$ cat config.mk
export PLATFORM = sky130hd
export DESIGN_NAME = kbc_cmd_decoder
export DESIGN_NICKNAME = d
export VERILOG_FILES = /design/src/rtl/kbc_pkg.sv /design/src/rtl/kbc_cmd_classify.sv /design/src/rtl/kbc_ctl_ram.sv /design/src/rtl/kbc_rsp_hold.sv /design/src/rtl/kbc_cmd_decoder.sv
export SDC_FILE = /design/constraint.sdc
export NUM_CORES = 1
export LEC_CHECK = 0
export BUFFER_PORTS_ARGS = -buffer_cell sky130_fd_sc_hd__buf_2
export CAP_MARGIN = 20
export CORE_ASPECT_RATIO = 0.7
export CORE_MARGIN = 3
export CORE_UTILIZATION = 56
export CTS_CLUSTER_SIZE = 30
export DETAILED_ROUTE_END_ITERATION = 10
export PLACE_DENSITY = 0.76
export SLEW_MARGIN = 25
export SYNTH_ARGS = -nofsm -noshare
export SYNTH_HDL_FRONTEND = slang
export SYNTH_SLANG_ARGS = --single-unit
export TNS_END_PERCENT = 100
$ cat constraint.sdc
create_clock -name clk -period 2 [get_ports clk]
set_input_delay 0.2 -clock clk [delete_from_list [all_inputs] [get_ports clk]]
set_output_delay 0.2 -clock clk [all_outputs]
set_load 0.01 [all_outputs]
$ cat src/rtl/kbc_pkg.sv
package kbc_pkg;

  localparam logic [7:0] OP_RD_OUTPORT = 8'hD0;
  localparam logic [7:0] OP_WR_OUTPORT = 8'hD1;
  localparam logic [7:0] OP_GATE_OFF   = 8'hDD;
  localparam logic [7:0] OP_GATE_ON    = 8'hDF;
  localparam logic [7:0] OP_SELFTEST   = 8'hAA;
  localparam logic [7:0] SELFTEST_PASS = 8'h55;
  localparam logic [2:0] RAMRD_TOP     = 3'b001;  // 0x20..0x3F
  localparam logic [2:0] RAMWR_TOP     = 3'b011;  // 0x60..0x7F
  localparam logic [3:0] PULSE_TOP     = 4'hF;    // 0xF0..0xFF

  typedef enum logic [3:0] {
    CK_BAD,
    CK_RD_OUTPORT,
    CK_WR_OUTPORT,
    CK_GATE_OFF,
    CK_GATE_ON,
    CK_PULSE,
    CK_SELFTEST,
    CK_RAM_RD,
    CK_RAM_WR
  } cmd_kind_e;

  typedef enum logic [1:0] {
    PS_NORMAL,
    PS_OUTPORT,
    PS_RAMWR
  } port_state_e;

  function automatic cmd_kind_e classify(input logic [7:0] c);
    cmd_kind_e k;
    k = CK_BAD;
    if (c == OP_RD_OUTPORT)         k = CK_RD_OUTPORT;
    else if (c == OP_WR_OUTPORT)    k = CK_WR_OUTPORT;
    else if (c == OP_GATE_OFF)      k = CK_GATE_OFF;
    else if (c == OP_GATE_ON)       k = CK_GATE_ON;
    else if (c == OP_SELFTEST)      k = CK_SELFTEST;
    else if (c[7:4] == PULSE_TOP)   k = CK_PULSE;
    else if (c[7:5] == RAMRD_TOP)   k = CK_RAM_RD;
    else if (c[7:5] == RAMWR_TOP)   k = CK_RAM_WR;
    return k;
  endfunction

  function automatic logic [7:0] outport_status(input logic pend,
                                                input logic chr,
                                                input logic gate);
    return {2'b00, pend, chr, 2'b00, gate, 1'b1};
  endfunction

  function automatic logic gate_from_byte(input logic [7:0] b);
    return b[1];
  endfunction

endpackage

$ cat src/rtl/kbc_cmd_classify.sv
module kbc_cmd_classify
  import kbc_pkg::*;
#(
  parameter int RAM_DEPTH = 32,
  localparam int AW = $clog2(RAM_DEPTH)
) (
  input  logic [7:0]   cmd_byte,
  output cmd_kind_e    cmd_kind,
  output logic [AW-1:0] cmd_addr
);
  always_comb begin
    cmd_kind = classify(cmd_byte);
    cmd_addr = cmd_byte[AW-1:0];
  end
endmodule

$ cat src/rtl/kbc_ctl_ram.sv
module kbc_ctl_ram #(
  parameter int         DEPTH    = 32,
  parameter int         DW       = 8,
  parameter logic [7:0] DEFAULT0 = 8'h45,
  localparam int        AW       = $clog2(DEPTH)
) (
  input  logic          clk,
  input  logic          rst_n,
  input  logic          we,
  input  logic [AW-1:0] waddr,
  input  logic [DW-1:0] wdata,
  input  logic [AW-1:0] raddr,
  output logic [DW-1:0] rdata
);
  logic [DW-1:0] mem [DEPTH];

  for (genvar i = 0; i < DEPTH; i++) begin : g_cell
    localparam logic [DW-1:0] INIT = (i == 0) ? DW'(DEFAULT0) : '0;
    always_ff @(posedge clk) begin
      if (!rst_n)                        mem[i] <= INIT;
      else if (we && waddr == AW'(i))    mem[i] <= wdata;
    end
  end

  assign rdata = mem[raddr];

  AST_RAM_WRITE_LANDS: assert property (@(posedge clk) disable iff (!rst_n)
    we |=> mem[$past(waddr)] == $past(wdata)) else $error("ram write lost");
endmodule

$ cat src/rtl/kbc_rsp_hold.sv
module kbc_rsp_hold #(
  parameter int DW = 8
) (
  input  logic          clk,
  input  logic          rst_n,
  input  logic          load,
  input  logic [DW-1:0] load_byte,
  input  logic          rsp_ready,
  output logic          rsp_valid,
  output logic [DW-1:0] rsp_data
);
  always_ff @(posedge clk) begin
    if (!rst_n) begin
      rsp_valid <= 1'b0;
      rsp_data  <= '0;
    end else if (load) begin
      rsp_valid <= 1'b1;
      rsp_data  <= load_byte;
    end else if (rsp_valid && rsp_ready) begin
      rsp_valid <= 1'b0;
    end
  end

  AST_RSP_HELD: assert property (@(posedge clk) disable iff (!rst_n)
    (rsp_valid && !rsp_ready && !load) |=> (rsp_valid && rsp_data == $past(rsp_data)))
    else $error("response dropped");
endmodule

$ cat src/rtl/kbc_cmd_decoder.sv
module kbc_cmd_decoder
  import kbc_pkg::*;
#(
  parameter int         RAM_DEPTH = 32,
  parameter logic [7:0] RAM0_INIT = 8'h45,
  localparam int        AW        = $clog2(RAM_DEPTH)
) (
  input  logic       clk,
  input  logic       rst_n,
  input  logic       wr_valid,
  input  logic       wr_is_cmd,
  input  logic [7:0] wr_byte,
  input  logic       host_in_pending,
  input  logic       out_char_waiting,
  input  logic       rsp_ready,
  output logic       rsp_valid,
  output logic [7:0] rsp_data,
  output logic       kbd_valid,
  output logic [7:0] kbd_data,
  output logic       a20_gate,
  output logic       err_pulse
);
  // named events
  logic          ev_cmd, ev_data;
  cmd_kind_e     kind;
  logic [AW-1:0] cmd_addr;
  port_state_e   pstate_q, pstate_d;
  logic [AW-1:0] ram_addr_q;
  logic          gate_d;
  logic          ram_we;
  logic [7:0]    ram_rdata;
  logic          rsp_load;
  logic [7:0]    rsp_byte;
  logic          kbd_hit, bad_hit;

  assign ev_cmd  = wr_valid &&  wr_is_cmd;
  assign ev_data = wr_valid && !wr_is_cmd;

  kbc_cmd_classify #(.RAM_DEPTH(RAM_DEPTH)) u_cls (
    .cmd_byte (wr_byte),
    .cmd_kind (kind),
    .cmd_addr (cmd_addr)
  );

  // data-port state: a command always restarts from normal
  always_comb begin
    pstate_d = pstate_q;
    if (ev_cmd) begin
      unique case (kind)
        CK_WR_OUTPORT: pstate_d = PS_OUTPORT;
        CK_RAM_WR:     pstate_d = PS_RAMWR;
        default:       pstate_d = PS_NORMAL;
      endcase
    end else if (ev_data) begin
      pstate_d = PS_NORMAL;
    end
  end

  always_comb begin
    gate_d = a20_gate;
    if (ev_cmd) begin
      case (kind)
        CK_GATE_OFF: gate_d = 1'b0;
        CK_GATE_ON:  gate_d = 1'b1;
        CK_PULSE:    gate_d = gate_from_byte(wr_byte);
        default:     gate_d = a20_gate;
      endcase
    end else if (ev_data && pstate_q == PS_OUTPORT) begin
      gate_d = gate_from_byte(wr_byte);
    end
  end

  assign ram_we  = ev_data && pstate_q == PS_RAMWR;
  assign kbd_hit = ev_data && pstate_q == PS_NORMAL;
  assign bad_hit = ev_cmd && kind == CK_BAD;

  always_comb begin
    rsp_load = 1'b0;
    rsp_byte = '0;
    if (ev_cmd) begin
      case (kind)
        CK_RD_OUTPORT: begin
          rsp_load = 1'b1;
          rsp_byte = outport_status(host_in_pending, out_char_waiting, a20_gate);
        end
        CK_SELFTEST: begin
          rsp_load = 1'b1;
          rsp_byte = SELFTEST_PASS;
        end
        CK_RAM_RD: begin
          rsp_load = 1'b1;
          rsp_byte = ram_rdata;
        end
        default: ;
      endcase
    end
  end

  always_ff @(posedge clk) begin
    if (!rst_n) begin
      pstate_q   <= PS_NORMAL;
      ram_addr_q <= '0;
      a20_gate   <= 1'b0;
      kbd_valid  <= 1'b0;
      kbd_data   <= '0;
      err_pulse  <= 1'b0;
    end else begin
      pstate_q  <= pstate_d;
      a20_gate  <= gate_d;
      kbd_valid <= kbd_hit;
      err_pulse <= bad_hit;
      if (kbd_hit) kbd_data <= wr_byte;
      if (ev_cmd && kind == CK_RAM_WR) ram_addr_q <= cmd_addr;
    end
  end

  kbc_ctl_ram #(.DEPTH(RAM_DEPTH), .DW(8), .DEFAULT0(RAM0_INIT)) u_ram (
    .clk   (clk),
    .rst_n (rst_n),
    .we    (ram_we),
    .waddr (ram_addr_q),
    .wdata (wr_byte),
    .raddr (cmd_addr),
    .rdata (ram_rdata)
  );

  kbc_rsp_hold #(.DW(8)) u_rsp (
    .clk       (clk),
    .rst_n     (rst_n),
    .load      (rsp_load),
    .load_byte (rsp_byte),
    .rsp_ready (rsp_ready),
    .rsp_valid (rsp_valid),
    .rsp_data  (rsp_data)
  );

  AST_GATE_IDLE_STABLE: assert property (@(posedge clk) disable iff (!rst_n)
    !wr_valid |=> a20_gate == $past(a20_gate)) else $error("gate moved idle");
  AST_PULSE_SETS_GATE: assert property (@(posedge clk) disable iff (!rst_n)
    (ev_cmd && wr_byte[7:4] == 4'hF) |=> a20_gate == $past(wr_byte[1]))
    else $error("pulse gate");
  AST_KBD_FROM_DATA: assert property (@(posedge clk) disable iff (!rst_n)
    kbd_valid |-> $past(ev_data)) else $error("kbd strobe w/o data");
  AST_ERR_FROM_CMD: assert property (@(posedge clk) disable iff (!rst_n)
    err_pulse |-> ($past(ev_cmd) && a20_gate == $past(a20_gate)))
    else $error("err w/o cmd");
  AST_OUTPORT_BIT0: assert property (@(posedge clk) disable iff (!rst_n)
    (ev_cmd && wr_byte == OP_RD_OUTPORT) |=> (rsp_valid && rsp_data[0]))
    else $error("outport bit0");
endmodule

# After elaboration in Yosys (flattened, before gate mapping)
# Memories as Yosys holds them, arrays and structs flattened.
# Cells that the tools add are included.
[classes]
n_mux = 149
n_bitwise = 32
reduce_logical = 49
eq_ne = 50
[op_table]
columns = ["operator", "count"]
rows = [
  ["$mux W8", 33],
  ["$mux W1", 103],
  ["$eq A5 B5 Y1 const B", 16],
  ["$eq A5 B4 Y1 const B", 8],
  ["$eq A8 B8 Y1 const B", 5],
  ["$logic_and A1 B1 Y1", 40],
  ["$mux W4", 8],
  ["$or A1 B1 Y1", 32],
  ["$pmux W8 S3", 1],
  ["$eq A5 B3 Y1 const B", 4],
  ["$eq A4 B3 Y1 const B", 4],
  ["$eq A5 B2 Y1 const B", 2],
  ["$eq A4 B2 Y1 const B", 2],
  ["$eq A4 B4 Y1 const B", 2],
  ["$reduce_bool A2 Y1", 3],
  ["$eq A5 B1 Y1 const B", 1],
  ["$logic_not A5 Y1", 1],
  ["$eq A4 B1 Y1 const B", 1],
  ["$logic_not A4 Y1", 1],
  ["$mux W2", 2],
  ["$ne A4 B1 Y1 const B", 1],
  ["$pmux W2 S2", 1],
  ["$eq A3 B1 Y1 const B", 1],
  ["$eq A3 B2 Y1 const B", 1],
  ["7 further kinds", 7],
]
[word_totals]
word_cells = 289
mem_count = 1
out_inout_bits = 20
ramBits = 256
register_bits = 27
input_bits = 15
[mem_list]
columns = ["name", "words", "word_bits", "rd", "rd_ports_with_merged_regs", "write_ports", "line", "source"]
rows = [
  ["u_ram.mem", 32, 8, 1, 0, 32, "kbc_ctl_ram.sv:15", "logic [DW-1:0] mem [DEPTH];"],
]

# Depth between registers and ports, before layout
# Gate-level depths: netlist of the first run.
[logic_depth]
depth_word = 14
depth_mapped = 10
mapped_depth_nobuf = 5

# By module
# A second synthesis of the first run with hierarchy kept.
[unflattened]
hier_cells = 892
area_unflattened_um2 = 13265.2
[by_module_without_submodules]
columns = ["mod", "n_inst", "cells_per_inst", "area_per_inst_um2"]
rows = [
  ["kbc_ctl_ram", 1, 739, 11896.4],
  ["kbc_cmd_decoder", 1, 104, 880.8],
  ["kbc_rsp_hold", 1, 28, 335.3],
  ["kbc_cmd_classify", 1, 21, 152.6],
]

# Worst setup path after synthesis of the first run
# OpenSTA, ideal clock, no wires.
[synth_timing]
kind = "flip-flop to flip-flop"
from = "register pstate_q[0]"
to = "memory u_ram.mem[19][0] (enable)"
period_less_slack_ns = 1.967
stages_incl_launch_ff = 5
t_arrival_ns = 1.583
path_buffers = 1
path_slack_ns = 0.033
cell_sequence = "dfxtp_1 > and4bb_2 > nand2_1 > clkbuf_1 > o21ai_0"
[synth_lines]
columns = ["item", "line", "source"]
rows = [
  ["from (decl)", "kbc_cmd_decoder.sv:27", "port_state_e pstate_q, pstate_d;"],
  ["from (signal assigned)", "kbc_cmd_decoder.sv:108", "pstate_q <= pstate_d;"],
  ["to (decl)", "kbc_ctl_ram.sv:15", ""],
]

==> metrics.yaml, run 1 <==
cts_tree: "built"
post-cts-setup-buffer-count: 0
r2r_end: "u_ram.mem[8][2]$_SDFFCE_PN0P_"
die-area_um2: 25600
report.final.slew_viol_count: 0
async_flop_share: 0
synth-main-ff-cell: "edfxtp_1"
status: "completed"
muxShareOfSynthArea: 0.119
grt_antenna_before_repair: 0
postRouteAntennaNets: 0
power.switching_mw: 2.85
internal_power_mw: 10.2
grt_usage: 0.268
clkPwrFrac: 0.409
ys_warn_count: 0
startpoint_type: "register"
setup_viol: 0
via_per_inst: 6.09
place_congestion: 0.985
initial_core_util: 0.579
drt_iter0_drc: 1023
slew_headroom: 0.540
layout_min_cycle_time_ns: 1.99
leakage_nw: 5.94
drv_cap: 0
clk_path_buf_depth: 3
path_max_fanout: 19
wl_per_cell_um: 23.9
reg2reg_from: "pstate_q[1]$_SDFFE_PN0P_"
synth_area_um2: 13300
synth.avg_cell_area_um2: 13.5
crit_path_end_kind: "register"
power.density_nw_per_um2: 838
post-route-period-util: 0.993
grt_max_degree: 47
clockRootBuffer: "clkbuf_16"
dp.cells: 1374
ff2ff_setup_slack_ns: 0.01
drt_wl_total_um: 34000
hold_path.startpoint: "wr_byte[4]"
hpwl_um: 23800
hold_depth: 3
combPwrFrac: 0.078
final_cell_area_um2: 15500
p_seq_frac: 0.513
syn2layout_area_growth_pct: 16.8
clk-insertion-delay-late_ns: 0.54
port_buffers: 34
numCtsBuffers: 28
finClkSkew_ns: 0.0133
worst_hold_path_type: "in2reg"
post-route-util: 0.676
first_pass_iters: 6
synth_edf_count: 256
die_w_um: 190
hold_end: "kbd_data[4]$_SDFFE_PN0P_"
htreeDepth: 1
drc_errors: 0
die_h_um: 135
netlist_instances: 981
tightestPinTransition_ns: 0.687
p_sw_frac: 0.219
path_clk_slew_ns: 0.06
hold_violations: 0
rr_worst_depth: 5
stdcell_count: 1426
drive_above_1_share: 0.239
synth_top_family_by_area: "simple AND/OR/NAND/NOR gates"
ys_seq_area_frac: 0.619
synth-simple-area-share: 0.183
synthesis.nets: 996
fp.coreArea_um2: 23000
grt_pass1_wl_um: 51400
fmax_mhz: 504
vdd_drop_max_v: 0.000652
synth_compound_area_frac: 0.0532
worstPathArrival_ns: 2.40
rsz0062_at_grt: "true"
crit_type: "reg2reg"
clock-sinks: 283
num_rows: 46
fin_tns_setup_ns: 0
antenna-diode-count: 0
ios: 35
nNetsFinal: 1110
grt_pass1_vias: 8480
placed_cell_area_um2: 14500
grt.overflow.total: 0
synth_cell_types: 54
cp.required_ns: 2.41
synth_xor_area_frac: 0
via_count: 8683
synth_seq_cells: 283
yosys.area_share.adder: 0
what timing repair did:
action / in CTS / in global routing
hold buffers: 3 / 0
hold endpoints to repair: 3 / 0
endpoints found under the setup margin: 0 / 159
gates resized for setup: 0 / 25
cell families after synthesis:
| kind of cell | after synthesis |
|---|---|
| and+or+nand+nor | 421 |
| buffers and inverters | 71 |
| muxes | 98 |
| AOI/OAI and AO/OA | 108 |
| DFF | 283 |
cell usage after synthesis, types with 3 or more instances:
cell type,instances,share of area
buf_4,6,0.0034
and2_1,256,0.12
buf_6,4,0.0034
nand4_1,7,0.0033
nor3b_1,3,0.0017
a22o_1,5,0.0033
mux4_2,33,0.056
a211oi_1,3,0.0017
nand2_1,44,0.012
edfxtp_1,256,0.58
o221ai_1,3,0.0020
o211ai_1,6,0.0034
nor2_1,41,0.012
and3_1,3,0.0014
mux2i_1,49,0.037
a221oi_1,5,0.0033
nor2b_1,19,0.0089
a21boi_0,11,0.0062
o21ai_0,42,0.016
dfxtp_1,27,0.041
a32oi_1,3,0.0020
nand3_1,16,0.0060
clkbuf_1,49,0.014
mux4_1,11,0.022
mux2_2,5,0.0042
a22oi_1,4,0.0023
or3_1,5,0.0024
buf_2,9,0.0034
nand2b_1,12,0.0056
o22ai_1,5,0.0024
a21oi_1,9,0.0034
state kept, by name, summed over array words and instances (netlist names):
| register | count |
|---|---|
| u_rsp.rsp_data | 8 |
| kbd_data | 8 |
| a20_gate | 1 |
| u_rsp.rsp_valid | 1 |
| pstate_q | 2 |
| u_ram.mem | 256 |
| kbd_valid | 1 |
| ram_addr_q | 5 |
| err_pulse | 1 |
power by group through the flow:
stage	combinational, mW	sequential (mW)	clock, mW
after floorplan	0.540	6.78	0
after detailed placement	0.986	6.80	0
after CTS	0.998	6.67	5.35
final	1.02	6.68	5.32
after global placement	0.972	6.79	0
after global routing	1.07	6.69	5.56
final cells by class:
type | instances | area, µm²
Clock inverter | 14 | 146
Inverter | 1 | 3.75
Tap cell | 312 | 390
Clock buffer | 35 | 778
Fill cell | 1604 | 7450
Timing Repair Buffer | 154 | 1180
Multi-Input combinational cell | 627 | 4790
Sequential cell | 283 | 8230
worst max path at each step:
stage / cells after the start / startpoint / end
after floorplan: 4 / pstate_q[0]$_SDFFE_PN0P_ / u_ram.mem[19][0]$_SDFFCE_PN0P_
after global placement: 6 / wr_byte[0] / u_rsp.rsp_data[2]$_SDFFE_PN0P_
after detailed placement: 6 / wr_byte[0] / u_rsp.rsp_data[2]$_SDFFE_PN0P_
after CTS: 5 / pstate_q[0]$_SDFFE_PN0P_ / u_ram.mem[23][2]$_SDFFCE_PN0P_
after global routing: 5 / pstate_q[1]$_SDFFE_PN0P_ / u_ram.mem[29][7]$_SDFFCE_PN0P_
final: 5 / pstate_q[1]$_SDFFE_PN0P_ / u_ram.mem[8][2]$_SDFFCE_PN0P_
routing by layer:
metal | routed length [µm] | up-vias | GRT usage
li1 | - | 3825 | -
met1 | 15000 | 4309 | 0.414
met2 | 14400 | 462 | 0.387
met3 | 3600 | 87 | 0.0654
met4 | 1020 | 0 | 0.0664
met5 | 0 | - | 0
placed cells by master, fill, tap and decap left out, types with 4 or more instances in the layout:
| master | instances |
|---|---|
| edfxtp_1 | 256 |
| buf_4 | 111 |
| mux4_1 | 11 |
| nand2_1 | 43 |
| nand2b_1 | 11 |
| a21oi_1 | 9 |
| clkinv_2 | 6 |
| mux2_2 | 5 |
| buf_12 | 8 |
| mux2i_1 | 49 |
| mux4_2 | 33 |
| nor2_2 | 22 |
| dfxtp_1 | 27 |
| o21ai_0 | 42 |
| nor2b_1 | 19 |
| a22o_1 | 5 |
| o22ai_1 | 5 |
| a21boi_0 | 11 |
| nor2_1 | 19 |
| a22oi_1 | 4 |
| or3_1 | 5 |
| clkbuf_16 | 29 |
| and2_1 | 256 |
| nand4_1 | 7 |
| nand3_1 | 16 |
| a221oi_1 | 5 |
| o211ai_1 | 6 |
| buf_2 | 32 |
through the flow:
stage	setup WS (ns)	total power, mW	hold slack (ns)
floorplan	0.0331	7.32	0.388
global placement	-0.0716	7.76	0.446
detailed placement	-0.0680	7.79	0.454
CTS	0.0319	13.0	0.0196
global route	-0.0436	13.3	0.0484
finish	0.0145	13.0	0.0393
worst max-delay path, stage by stage (launching register included):
cell and delay [ns]:
dfxtp_1 0.40, and4bb_2 0.37, nand3b_1 0.11, buf_4 0.23, nor2_1 0.51, and2_1 0.23
Note: power is estimated with default switching activity, not from simulation.
==> run 2, diff against run 1 <==
BUFFER_PORTS_ARGS = -buffer_cell sky130_fd_sc_hd__buf_4   (was -buffer_cell sky130_fd_sc_hd__buf_2)
==> run 2 against run 1 <==
  * Core utilization grew 0.60 points
  * Worst setup slack gained 0.025 ns
  * Critical path depth is the same
  * Design area grew 0.89%
  * Via count shrank 0.76%
  * Hold slack lost 0.015 ns
  * Final cell count grew 0.35%
  * Clock skew grew 0.0028 ns
  * Combinational power is essentially flat
  * Clock power grew 6.6%
  * Critical path type unchanged
  * Highest routed layer is now met5
==> metrics.yaml, run 2 (synthesis gave the netlist of run 1 again) <==
regMostFlops: "u_ram.mem"
crit_type: "reg2reg"
tightestPinTransition_ns: 0.635  # -0.0524 ns
post-cts-setup-buffer-count: 0  # unchanged
path_max_fanout: 16  # -3
hpwl_um: 23700  # -0.38%
worstPathArrival_ns: 2.37  # -0.03 ns
port_buffers: 34  # unchanged
seqCellArea_um2: 8230  # unchanged
p_seq_frac: 0.499  # -0.014
initial_core_util: 0.579  # unchanged
crit_path_end_kind: "register"
startpoint_type: "register"
clkPwrFrac: 0.424  # +0.015
grt_usage: 0.267  # -0.00126
place_congestion: 0.969  # -1.6%
fin_tns_setup_ns: 0  # unchanged
reg.largest.list: "u_ram.mem: 256 flops, kbd_data: 8 flops, u_rsp.rsp_data: 8 flops"
hold_violations: 0  # unchanged
vdd_drop_max_v: 0.000734  # +13%
num-fill-cells: 1592  # -0.75%
post-route-period-util: 0.980  # -0.0127
nNetsFinal: 1114  # +0.36%
worst_hold_path_type: "in2reg"
path_clk_slew_ns: 0.07  # about the same
clk_path_buf_depth: 3  # unchanged
fmax_mhz: 510  # +1.3%
grt_pass1_wl_um: 51500  # +0.17%
drt_wl_total_um: 33900  # -0.46%
grt.overflow.total: 0  # unchanged
drive_above_1_share: 0.229  # -0.00980
ios: 35  # unchanged
wl_per_cell_um: 23.7  # -0.81%
first_pass_iters: 5  # -1
combPwrFrac: 0.077  # about the same
final_cell_mix: "and2_1, edfxtp_1, buf_4"
largest_reg_flops: 256  # unchanged
postRouteAntennaNets: 0  # unchanged
numCtsBuffers: 27  # -3.6%
multi_input_area_um2: 4740  # -1.0%
p_sw_frac: 0.219  # about the same
setup_viol: 0  # unchanged
fp.coreArea_um2: 23000  # unchanged
layout_min_cycle_time_ns: 1.96  # -0.0255 ns
clockRootBuffer: "clkbuf_16"
slew_headroom: 0.575  # +0.0351
drt_iter0_drc: 983  # -3.9%
rsz0062_at_grt: "false"
power.density_nw_per_um2: 854  # +1.9%
internal_power_mw: 10.4  # +2.8%
clock-sinks: 283  # unchanged
drc_errors: 0  # unchanged
drv_cap: 0  # unchanged
clk-insertion-delay-late_ns: 0.54  # about the same
syn2layout_area_growth_pct: 17.8
grt_pass1_vias: 8414  # -0.78%
report.final.slew_viol_count: 0  # unchanged
status: "completed"
finalPower_mw: 13.4  # +2.8%
leakage_nw: 6.00  # +1.0%
num_rows: 46  # unchanged
power.switching_mw: 2.93  # +2.8%
htreeDepth: 1  # unchanged
cts_tree: "built"
grt_max_degree: 40  # -15%
placed_cell_area_um2: 14600  # +0.90%
die_h_um: 135  # unchanged
die_w_um: 190  # unchanged
cp.required_ns: 2.41  # about the same
finClkSkew_ns: 0.0161  # +0.00281 ns
grt_antenna_before_repair: 1  # +1
via_per_inst: 6.02  # -1.1%
die-area_um2: 25600  # unchanged
via_count: 8617  # -0.76%
final_cell_area_um2: 15700  # +0.89%
[run 2: cell types whose count changed in the layout (fill, tap and decap cells not counted), moves of 3 or more]
cell / previous run / this run
buf_4: 111 / 147
buf_2: 32 / 0
nor2_1: 19 / 34
nor2_2: 22 / 7
clkinv_4: 0 / 5
bufinv_16: 3 / 7
clkbuf_8: 3 / 0
[run 2: worst paths after layout]
kind         slack (ns)  cells after the start                             end                     start
min                0.02                      2   u_ram.mem[8][4]$_SDFFCE_PN0P_                wr_byte[4]
max                0.04                      5  u_ram.mem[16][2]$_SDFFCE_PN0P_  pstate_q[1]$_SDFFE_PN0P_
max reg2reg        0.04                      5  u_ram.mem[16][2]$_SDFFCE_PN0P_  pstate_q[1]$_SDFFE_PN0P_
min reg2reg        0.46                      2        kbd_data[7]$_SDFFE_PN0P_  kbd_data[7]$_SDFFE_PN0P_
[run 2: metal layers]
metal,wire (µm),vias to the layer above,GRT usage
met4,895,2,0.0644
met1,14500,4238,0.411
met3,3760,70,0.0623
li1,-,3841,-
met2,14700,466,0.389
met5,10,-,0
[run 2: through the flow]
stage	cells	utilization	setup WS [ns]	hold slack, ns
floorplan	981	-	0.0331	0.388
global placement	1379	0.637	-0.187	0.451
detailed placement	1379	0.637	-0.199	0.458
CTS	1430	0.681	0.0628	0.0000896
global route	1430	0.682	0.00596	0.0135
finish	1431	0.682	0.0400	0.0241
[run 2: critical path, cell delays in order, from the launching register on]
cell and delay, ns:
dfxtp_1 0.41, and4bb_2 0.36, nand3_1 0.10, buf_4 0.22, nor2_1 0.51, and2_1 0.22
[run 2: power by group through the flow]
stage	clock, mW	sequential [mW]	combinational (mW)
6_report	5.67	6.68	1.03
5_1_grt	5.94	6.69	1.08
4_1_cts	5.72	6.68	1.01
3_5_place_dp	0	6.80	1.00
3_3_place_gp	0	6.80	0.981
2_1_floorplan	0	6.78	0.540
[run 2: timing repair]
action | CTS | global route
hold endpoints to repair | 4 | 0
hold buffers | 3 | 0
gates resized for setup | 0 | 7
setup endpoints to repair | 0 | 29
[run 2: area by class of cell]
type                       count  area share
timing repair buffer         159      0.0839
sequential                   283       0.526
tap                          312      0.0249
multi-input combinational    627       0.303
antenna                        1    0.000160
clock buffer                  28      0.0434
inverter                       1    0.000240
clock inverter                20      0.0191
==> run 3, diff against run 2 <==
CORE_UTILIZATION = 59   (was 56)
CTS_BUF_LIST = sky130_fd_sc_hd__clkbuf_4   (was unset)
PLACE_DENSITY = 0.79   (was 0.76)
==> run 3 against run 2 <==
  * Non-clock buffer count increased by 3
  * Sequential share of layout area up 0.39 points
  * Die area fell by 4.9%
  * Register-to-register slack about the same
  * Clock-buffer cell count up 78
==> metrics.yaml, run 3 (synthesis gave the netlist of run 1 again) <==
drt_iter0_drc: 1190  # +21%
cts_tree: "built"
power.density_nw_per_um2: 812  # -5.0%
final_cell_mix: "and2_1, edfxtp_1, buf_4"
fp.coreArea_um2: 21900  # -4.6%
via_per_inst: 6.15  # +2.1%
layout_min_cycle_time_ns: 1.98  # +0.0188 ns
report.final.slew_viol_count: 0  # unchanged
numCtsBuffers: 70  # +160%
worst_hold_path_type: "in2reg"
startpoint_type: "primary input"
post-route-util: 0.710  # +0.0279
num-fill-cells: 1473  # -7.5%
nNetsFinal: 1160  # +4.1%
crit_path_end_kind: "register"
clk_path_buf_depth: 3  # unchanged
vdd_drop_max_v: 0.000509  # -31%
wl_per_cell_um: 23.6  # -0.31%
setup_viol: 0  # unchanged
whs_ns: 0.0884  # +0.0643 ns
path_max_fanout: 26  # +10
post-cts-setup-buffer-count: 0  # unchanged
num_rows: 45  # -2.2%
path_clk_slew_ns: 0.07  # about the same
status: "completed"
drv_cap: 0  # unchanged
slew_headroom: 0.519  # -0.0558
clk-insertion-delay-late_ns: 0.69  # +0.15 ns
clkPwrFrac: 0.389  # -0.035
place_congestion: 0.948  # -2.1%
die_h_um: 132  # -2.5%
finalPower_mw: 12.6  # -5.7%
post-route-period-util: 0.989  # +0.00942
first_pass_iters: 5  # unchanged
hpwl_um: 23700  # -0.14%
crit_type: "in2reg"
crit_chain: "dlygate4sd3_1, buf_8, and3_1, a221oi_1, buf_4, o221ai_1, o22ai_1, a31o_2"
clock-sinks: 283  # unchanged
internal_power_mw: 9.69  # -7.3%
worstPathArrival_ns: 2.62  # +0.25 ns
htreeDepth: 3  # +2
grt_pass1_wl_um: 52100  # +1.2%
finClkSkew_ns: 0.0549  # +0.0388 ns
die-area_um2: 24400  # -4.9%
postRouteAntennaNets: 0  # unchanged
ios: 35  # unchanged
grt_usage: 0.288  # +0.0206
grt_max_degree: 34  # -15%
drive_above_1_share: 0.268  # +0.0388
multi_input_area_um2: 4740  # +0.11%
port_buffers: 34  # unchanged
p_seq_frac: 0.529  # +0.030
drt_wl_total_um: 34600  # +2.1%
initial_core_util: 0.607  # +0.0281
fmax_mhz: 505  # -0.95%
leakage_nw: 6.07  # +1.1%
power.switching_mw: 2.93  # about the same
crit_slowest_cell: "a221oi_1"
syn2layout_area_growth_pct: 16.9
via_count: 9013  # +4.6%
largest_reg_flops: 256  # unchanged
drc_errors: 0  # unchanged
seqCellArea_um2: 8230  # unchanged
regMostFlops: "u_ram.mem"
dp.cells: 1346  # -2.4%
p_sw_frac: 0.232  # +0.0132
die_w_um: 185  # -2.5%
clockRootBuffer: "clkbuf_4"
grt_pass1_vias: 8848  # +5.2%
grt_antenna_before_repair: 1  # unchanged
hold_violations: 0  # unchanged
antenna-diode-count: 0  # -1
slowest_delay_ns: 0.67  # +0.16 ns
cp.required_ns: 2.64  # +0.23 ns
stdcell_count: 1466  # +2.4%
tightestPinTransition_ns: 0.719  # +0.0842 ns
combPwrFrac: 0.082  # +0.005
reg.largest.list: "u_ram.mem: 256 flops, kbd_data: 8 flops, u_rsp.rsp_data: 8 flops"
grt.overflow.total: 0  # unchanged
## run 3: area by class of cell
cell class,instances,share of cell area
clock buffer,106,0.0512
clock inverter,5,0.00459
inverter,1,0.000242
multi-input combinational,627,0.305
sequential,283,0.529
tap,282,0.0227
timing repair buffer,162,0.0866
## run 3: critical path: cells and delay by family
family	cells	cell delay [ns]
simple gates	1	0.31
buf+inv	3	1.01
compound gates	4	1.09
## run 3: metrics by stage
stage	setup slack, ns	area [µm²]	TNS (ns)
floorplan	0.0331	13300	0
global placement	-0.242	14600	-0.898
detailed placement	-0.242	14600	-1.03
finish	0.0212	15500	0
CTS	0.0268	15500	0
global route	-0.0148	15500	-0.0416
## run 3: layer usage
metal,up-vias,routed length (µm),global-route usage,part of all wire
met1,4343,14200,0.433,0.41
met5,-,0,0,0
met4,0,825,0.0950,0.024
li1,3970,-,-,-
met2,613,14700,0.392,0.42
met3,87,4870,0.102,0.14
## run 3: worst paths after layout
kind / to / start / cells past startpoint / slack [ns]
worst min register to register: kbd_data[0]$_SDFFE_PN0P_ / kbd_data[0]$_SDFFE_PN0P_ / 2 / 0.47
worst max register to register: u_rsp.rsp_data[6]$_SDFFE_PN0P_ / u_ram.mem[3][6]$_SDFFCE_PN0P_ / 5 / 0.05
worst max-delay path: u_rsp.rsp_data[7]$_SDFFE_PN0P_ / wr_byte[3] / 8 / 0.02
worst min-delay path: kbd_data[5]$_SDFFE_PN0P_ / wr_byte[5] / 4 / 0.09
## run 3: what timing repair did
| item | 4_1_cts | 5_1_grt |
|---|---|---|
| endpoints found under the setup margin | 0 | 30 |
| resized for setup | 0 | 11 |
| endpoints found under the hold margin | 30 | 0 |
| hold buffers | 9 | 0 |
## run 3: power groups by stage
stage	sequential, mW	clock, mW	combinational (mW)
floorplan	6.78	0	0.540
global placement	6.79	0	0.971
detailed placement	6.80	0	0.988
CTS	6.68	4.98	1.01
global route	6.69	5.28	1.09
finish	6.68	4.91	1.03
